===== src/rtl/rtc_irq_pkg.sv =====
package rtc_irq_pkg;

    localparam int NUM_SRC  = 3;
    localparam int BYTE_W   = 8;
    localparam int FLAG_LSB = 4;
    localparam int EN_LSB   = 4;
    localparam int PAD_W    = BYTE_W - 1 - NUM_SRC;

    // source index order matches ascending bit position
    localparam int SRC_UPDATE   = 0;
    localparam int SRC_ALARM    = 1;
    localparam int SRC_PERIODIC = 2;

    typedef logic [NUM_SRC-1:0] src_vec_t;

    typedef struct packed {
        logic              summary;
        src_vec_t          flags;
        logic [PAD_W-1:0]  pad;
    } status_t;

    function automatic status_t pack_status(input logic summary, input src_vec_t flags);
        status_t s;
        s.summary = summary;
        s.flags   = flags;
        s.pad     = '0;
        return s;
    endfunction

    function automatic src_vec_t pick_enables(input logic [BYTE_W-1:0] ctrl);
        return ctrl[EN_LSB +: NUM_SRC];
    endfunction

endpackage


===== src/rtl/rtc_irq_read_track.sv =====
module rtc_irq_read_track (
    input  logic clk,
    input  logic rst,
    input  logic rd_strobe_i,
    output logic rd_active_o,
    output logic rd_done_o
);
    logic rd_q;

    always_ff @(posedge clk) begin
        if (rst) rd_q <= 1'b0;
        else     rd_q <= rd_strobe_i;
    end

    assign rd_active_o = rd_strobe_i;
    assign rd_done_o   = rd_q & ~rd_strobe_i;
endmodule


===== src/rtl/rtc_irq_flag_cell.sv =====
module rtc_irq_flag_cell (
    input  logic clk,
    input  logic rst,
    input  logic evt_i,
    input  logic rd_active_i,
    input  logic rd_done_i,
    output logic flag_o
);
    logic flag_q;
    logic hold_q;

    always_ff @(posedge clk) begin
        if (rst) begin
            flag_q <= 1'b0;
            hold_q <= 1'b0;
        end else if (rd_active_i) begin
            hold_q <= hold_q | evt_i;
        end else if (rd_done_i) begin
            flag_q <= hold_q | evt_i;
            hold_q <= 1'b0;
        end else begin
            flag_q <= flag_q | evt_i;
        end
    end

    assign flag_o = flag_q;
endmodule


===== src/rtl/rtc_irq_req.sv =====
module rtc_irq_req
    import rtc_irq_pkg::*;
(
    input  src_vec_t flags_i,
    input  src_vec_t enables_i,
    output logic     req_o
);
    assign req_o = |(flags_i & enables_i);
endmodule


===== src/rtl/rtc_irq_top.sv =====
module rtc_irq_top
    import rtc_irq_pkg::*;
(
    input  logic              clk,
    input  logic              rst,
    input  logic              evt_alarm_i,
    input  logic              evt_periodic_i,
    input  logic              evt_update_i,
    input  logic [BYTE_W-1:0] ctrl_i,
    input  logic              rd_strobe_i,
    output logic [BYTE_W-1:0] status_o,
    output logic              irq_n_o
);
    src_vec_t evt_vec;
    src_vec_t flag_vec;
    logic     rd_active;
    logic     rd_done;
    logic     req;

    always_comb begin
        evt_vec               = '0;
        evt_vec[SRC_UPDATE]   = evt_update_i;
        evt_vec[SRC_ALARM]    = evt_alarm_i;
        evt_vec[SRC_PERIODIC] = evt_periodic_i;
    end

    rtc_irq_read_track u_track (
        .clk         (clk),
        .rst         (rst),
        .rd_strobe_i (rd_strobe_i),
        .rd_active_o (rd_active),
        .rd_done_o   (rd_done)
    );

    for (genvar i = 0; i < NUM_SRC; i++) begin : g_src
        rtc_irq_flag_cell u_cell (
            .clk         (clk),
            .rst         (rst),
            .evt_i       (evt_vec[i]),
            .rd_active_i (rd_active),
            .rd_done_i   (rd_done),
            .flag_o      (flag_vec[i])
        );
    end

    rtc_irq_req u_req (
        .flags_i   (flag_vec),
        .enables_i (pick_enables(ctrl_i)),
        .req_o     (req)
    );

    assign status_o = pack_status(req, flag_vec);
    assign irq_n_o  = ~req;
endmodule


===== config.mk =====
export PLATFORM = sky130hd
export DESIGN_NAME = rtc_irq_top
export DESIGN_NICKNAME = d
export VERILOG_FILES = /design/src/rtl/rtc_irq_pkg.sv /design/src/rtl/rtc_irq_read_track.sv /design/src/rtl/rtc_irq_flag_cell.sv /design/src/rtl/rtc_irq_req.sv /design/src/rtl/rtc_irq_top.sv
export SDC_FILE = /design/constraint.sdc
export NUM_CORES = 1
export LEC_CHECK = 0
export BUFFER_PORTS_ARGS = -buffer_cell sky130_fd_sc_hd__buf_2
export CAP_MARGIN = 20
export CORE_AREA = 5 5 42 44
export DETAILED_ROUTE_END_ITERATION = 8
export DIE_AREA = 0 0 47 49
export GPL_TIMING_DRIVEN = 0
export HOLD_SLACK_MARGIN = 0.08
export MAX_ROUTING_LAYER = met4
export PLACE_DENSITY_LB_ADDON = 0.15
export SLEW_MARGIN = 20
export SYNTH_ARGS = -nofsm -noshare
export SYNTH_HDL_FRONTEND = slang
export SYNTH_HIERARCHICAL = 1
export SYNTH_SLANG_ARGS = --single-unit

===== constraint.sdc =====
create_clock -name clk -period 2.35 [get_ports clk]
set_clock_uncertainty 0.05 [all_clocks]
set_input_delay 0.47 -clock clk [delete_from_list [all_inputs] [get_ports clk]]
set_output_delay 0.47 -clock clk [all_outputs]
set_load 0.01 [all_outputs]

* Yosys cells after proc, flatten, opt, wreduce, memory -nomap -nowiden
Index checks and enable logic that the tools add are counted.
** Storage, ports and cells
- Bits in registers :: 7
- Bits of input ports :: 14
- Output and inout bits :: 9
- Logic and storage cells :: 26
** Cells by class
- Multiplexer cells :: 7
- Bitwise gates (word level) :: 10
- Reduce and logical (&&, ||, !) cells :: 2
** Operators with widths (count)
- $mux 1 :: 7
- $or 1x1->1 :: 6
- $and 3x3->3 :: 1
- $reduce_or 3->1 :: 1
- $not 1->1 :: 2
- $reduce_bool 2->1 :: 1
- $and 1x1->1 :: 1

* Longest topological paths before layout
- Depth after elaboration :: 4
- Gate-level depth with buffers :: 4
- Depth with buffers taken out :: 4

* By module
The synthesis kept the hierarchy.
** By module, submodules not included
- rtc_irq_flag_cell :: times used 3, cells each 11, area an instance 91.3 um2, sequential area each 40.0 um2
- rtc_irq_top :: times used 1, cells each 7, area an instance 45.0 um2, sequential area each 0.0 um2
- rtc_irq_read_track :: times used 1, cells each 4, area an instance 42.5 um2, sequential area each 20.0 um2
- rtc_irq_req :: times used 1, cells each 2, area an instance 13.8 um2, sequential area each 0.0 um2

* Worst setup path before layout
OpenSTA, ideal clock, no wires.
- Kind :: input port to output port
- Start point :: in ctrl_i[4]
- End point :: out status_o[7]
- Arrival :: 0.970 ns
- Data required time :: 1.830 ns
- Slack :: 0.860 ns
- Cell stages on the path :: 3
- Path buffers :: 1
- Cells stage by stage :: a222oi_1 > inv_1 > buf_4
** Between the ends
- Longest elaborated chain between the ends :: 2
** Ends and longest elaborated chain
- from (decl) :: line rtc_irq_top.sv:9 : input logic [BYTE_W-1:0] ctrl_i,
- $and 3x3->3 :: line rtc_irq_req.sv:8 : assign req_o = |(flags_i & enables_i);
- $reduce_or 3->1 :: line rtc_irq_req.sv:8
- to (decl) :: line rtc_irq_top.sv:11 : output logic [BYTE_W-1:0] status_o,
No other way between the ends.

* Final worst setup path
- Start point :: reg g_src[0].u_cell.flag_q
- End point :: out status_o[7]
** Between the ends
- Longest elaborated chain between the ends :: 2
** Ends and longest elaborated chain
- from (decl) :: line rtc_irq_flag_cell.sv:9 : logic flag_q;
- from (signal assigned) :: line rtc_irq_flag_cell.sv:19 : flag_q <= hold_q | evt_i;
- from (signal assigned) :: line rtc_irq_flag_cell.sv:22 : flag_q <= flag_q | evt_i;
- $and 3x3->3 :: line rtc_irq_req.sv:8
- $reduce_or 3->1 :: line rtc_irq_req.sv:8
No other way between the ends.

==> metrics.cfg <==
[placement]
dp_hpwl_um = 572
gp_congestion = 0.625
postPlaceCellArea_um2 = 472
io_buffers = 13

[route]
drc = 0
ant_nets = 0
met2WireLength_um = 374
highest_layer = met4
drt-met1-wl_um = 273
wl_met3_um = 62
wl_per_cell_um = 8.76
drt_pass1_iterations = 2
viasPerCell = 4.22
drtIter0Drc = 2
vias = 346
wl_um = 718

[setup_path]
crit_chain = a222oi_1 > inv_1 > buf_4 > buf_2
cp-end-kind = output port
rr_endpoint = g_src[2].u_cell/flag_o
start_kind = flop
critical_path_class = reg2out
critPathBufInv = 3
r2r_cells = 4
critPathMaxFanout = 3
r2r_slack_ns = 1.03
max_stage_delay_ns = 0.32
worstPathRequired_ns = 1.83
cp_slowest_cell = dfxtp_1
arrival_ns = 1.24
cp_top_family = buffers and inverters
reg2reg_from = u_track/rd_q

[synthesis]
netlist_instances = 46
syn_avg_cell_area_um2 = 8.16
yosysTopAreaCell = dfxtp_1
synth-compound-area-share = 0.167
synth_xor_area_frac = 0
synthTopCellsByArea = dfxtp_1 (37%), buf_4 (12%), nor4b_2 (12%), nor2_1 (9.0%), o21a_1 (6.0%)
synthSimpleGateAreaFrac = 0.280
synth_top_family_by_area = simple AND/OR/NAND/NOR gates
synth_fa_ha_area_frac = 0
synth-seq-area-share = 0.373
ys_ff_latch = 7
yosys-mux-area-fraction = 0
ys_types = 13
yosysWarnings = 6
synth_top_area_share = 0.373
netlist_area_um2 = 375

[finish]
final_cell_area_um2 = 498
final-seq-area_um2 = 140
nets = 81
drive_above_1_share = 0.394
syn2layout_area_growth_pct = 32.7
antennaDiodeCount = 0
multiInputGateArea_um2 = 183
nFillCells = 171

[pwr]
p_per_area_nw_per_um2 = 599
design_power_total_uw = 298
power_leakage_uw = 0.000237
ir_drop_mv = 0.267

[global_route]
antenna_found_initial = 0
grt_max_degree = 13
grt_pass1_vias = 298
overflow = 0
grt_pass1_wl_um = 1190
grtUsageTotal = 0.0738

[clock_network]
tritoncts = built
cts_max_level = 1
ctsRootBufferMaster = clkbuf_4
post_cts_buffers = 0
clkLatencyLatePin_ns = 0.25
clock_path_buffers = 2
path_clk_slew_ns = 0.05
numCtsBuffers = 3
ctsResizeCount = 0
postCtsHoldBufs = 0
cts.sinks = 7

[timing]
maxSlewViolCount = 0
timing.fmax_ghz = 0.568
max_slew.worst_pin.slew_ns = 0.514
relSlewSlack = 0.657
fin_hold_ws_ns = 0.410
setup_viol = 0
finalCritPeriodShare = 0.749
fin_tns_setup_ns = 0
hold_viol_final = 0
rsz0062_at_grt = no
period_minus_slack_ns = 1.76

[die]
die_h_um = 49
ioPinCount = 23
num_rows = 14
core_um2 = 1400
initial_core_util = 0.268
dieArea_um2 = 2300
die-width_um = 47

[hold_path]
holdCritPathClass = in2reg
whs_endpoint = u_track/rd_q
worstHoldPathCells = 2
min_from = rd_strobe_i

[flow_run]
drv_cap = 0

[status]
status = completed

## cell usage in the layout, fill, tap and decap left out
cell,instances
buf_2,13
nor2_1,9
dfxtp_1,7
buf_4,6
inv_1,5
conb_1,4
clkbuf_4,3
nor4b_2,3
o21a_1,3
o21ai_0,3
nand2_1,3
a21oi_1,3
clkbuf_1,1
a222oi_1,1
nor2b_1,1
nor2b_2,1
## per-layer routing
layer  GRT usage  vias up
met5           -        -
li1            -      181
met3      0.0443        2
met1      0.0751      153
met4      0.0415        0
met2       0.106       10
## power breakdown
part           internal [µW]  switching (µW)  total, µW
clock                   64.9            45.0        110
sequential               127            4.75        132
combinational           28.6            27.9       56.5
## synthesized netlist by cell type
master and count:
nor2_1 9, dfxtp_1 7, buf_4 6, inv_1 5
a21oi_1 3, nand2_1 3, nor4b_2 3, o21a_1 3
o21ai_0 3, a222oi_1 1, conb_1 1, nor2b_1 1
nor2b_2 1
## cell families (layout without fill, tap and decap cells)
kind of cell,after synthesis,after routing
other cells,1,4
compound gates,10,10
simple gates,17,17
flops,7,7
buf+inv,11,28
## per-stage QoR
step	util	std cells	setup slack, ns
after floorplan	-	49	0.860
final	0.355	82	0.589
after global routing	0.355	82	0.524
after global placement	0.337	78	0.614
after CTS	0.355	82	0.567
after detailed placement	0.337	78	0.618
## layout make-up
class | count | area share
repair buffers | 13 | 0.131
clock buffers | 4 | 0.0528
multi-input cells | 31 | 0.367
flip-flops and latches | 7 | 0.281
inverters | 5 | 0.0377
well taps | 16 | 0.0402
plain buffers | 6 | 0.0905
## flip-flops by register name (all words and copies together) (netlist names)
signal / flops
g_src.u_cell/flag_o: 3
g_src.u_cell/hold_q: 3
u_track/rd_q: 1
## how the worst max path moves through the flow
| stage | startpoint | endpoint | slack (ns) | cells past startpoint |
|---|---|---|---|---|
| after floorplan | ctrl_i[4] | status_o[7] | 0.86 | 3 |
| after global placement | ctrl_i[4] | status_o[7] | 0.61 | 5 |
| after detailed placement | ctrl_i[4] | status_o[7] | 0.62 | 5 |
| after CTS | g_src[0].u_cell/flag_o | status_o[7] | 0.57 | 4 |
| after global routing | g_src[0].u_cell/flag_o | status_o[7] | 0.52 | 4 |
| final | g_src[0].u_cell/flag_o | status_o[7] | 0.59 | 4 |
Note: power is estimated with default switching activity, not from simulation.
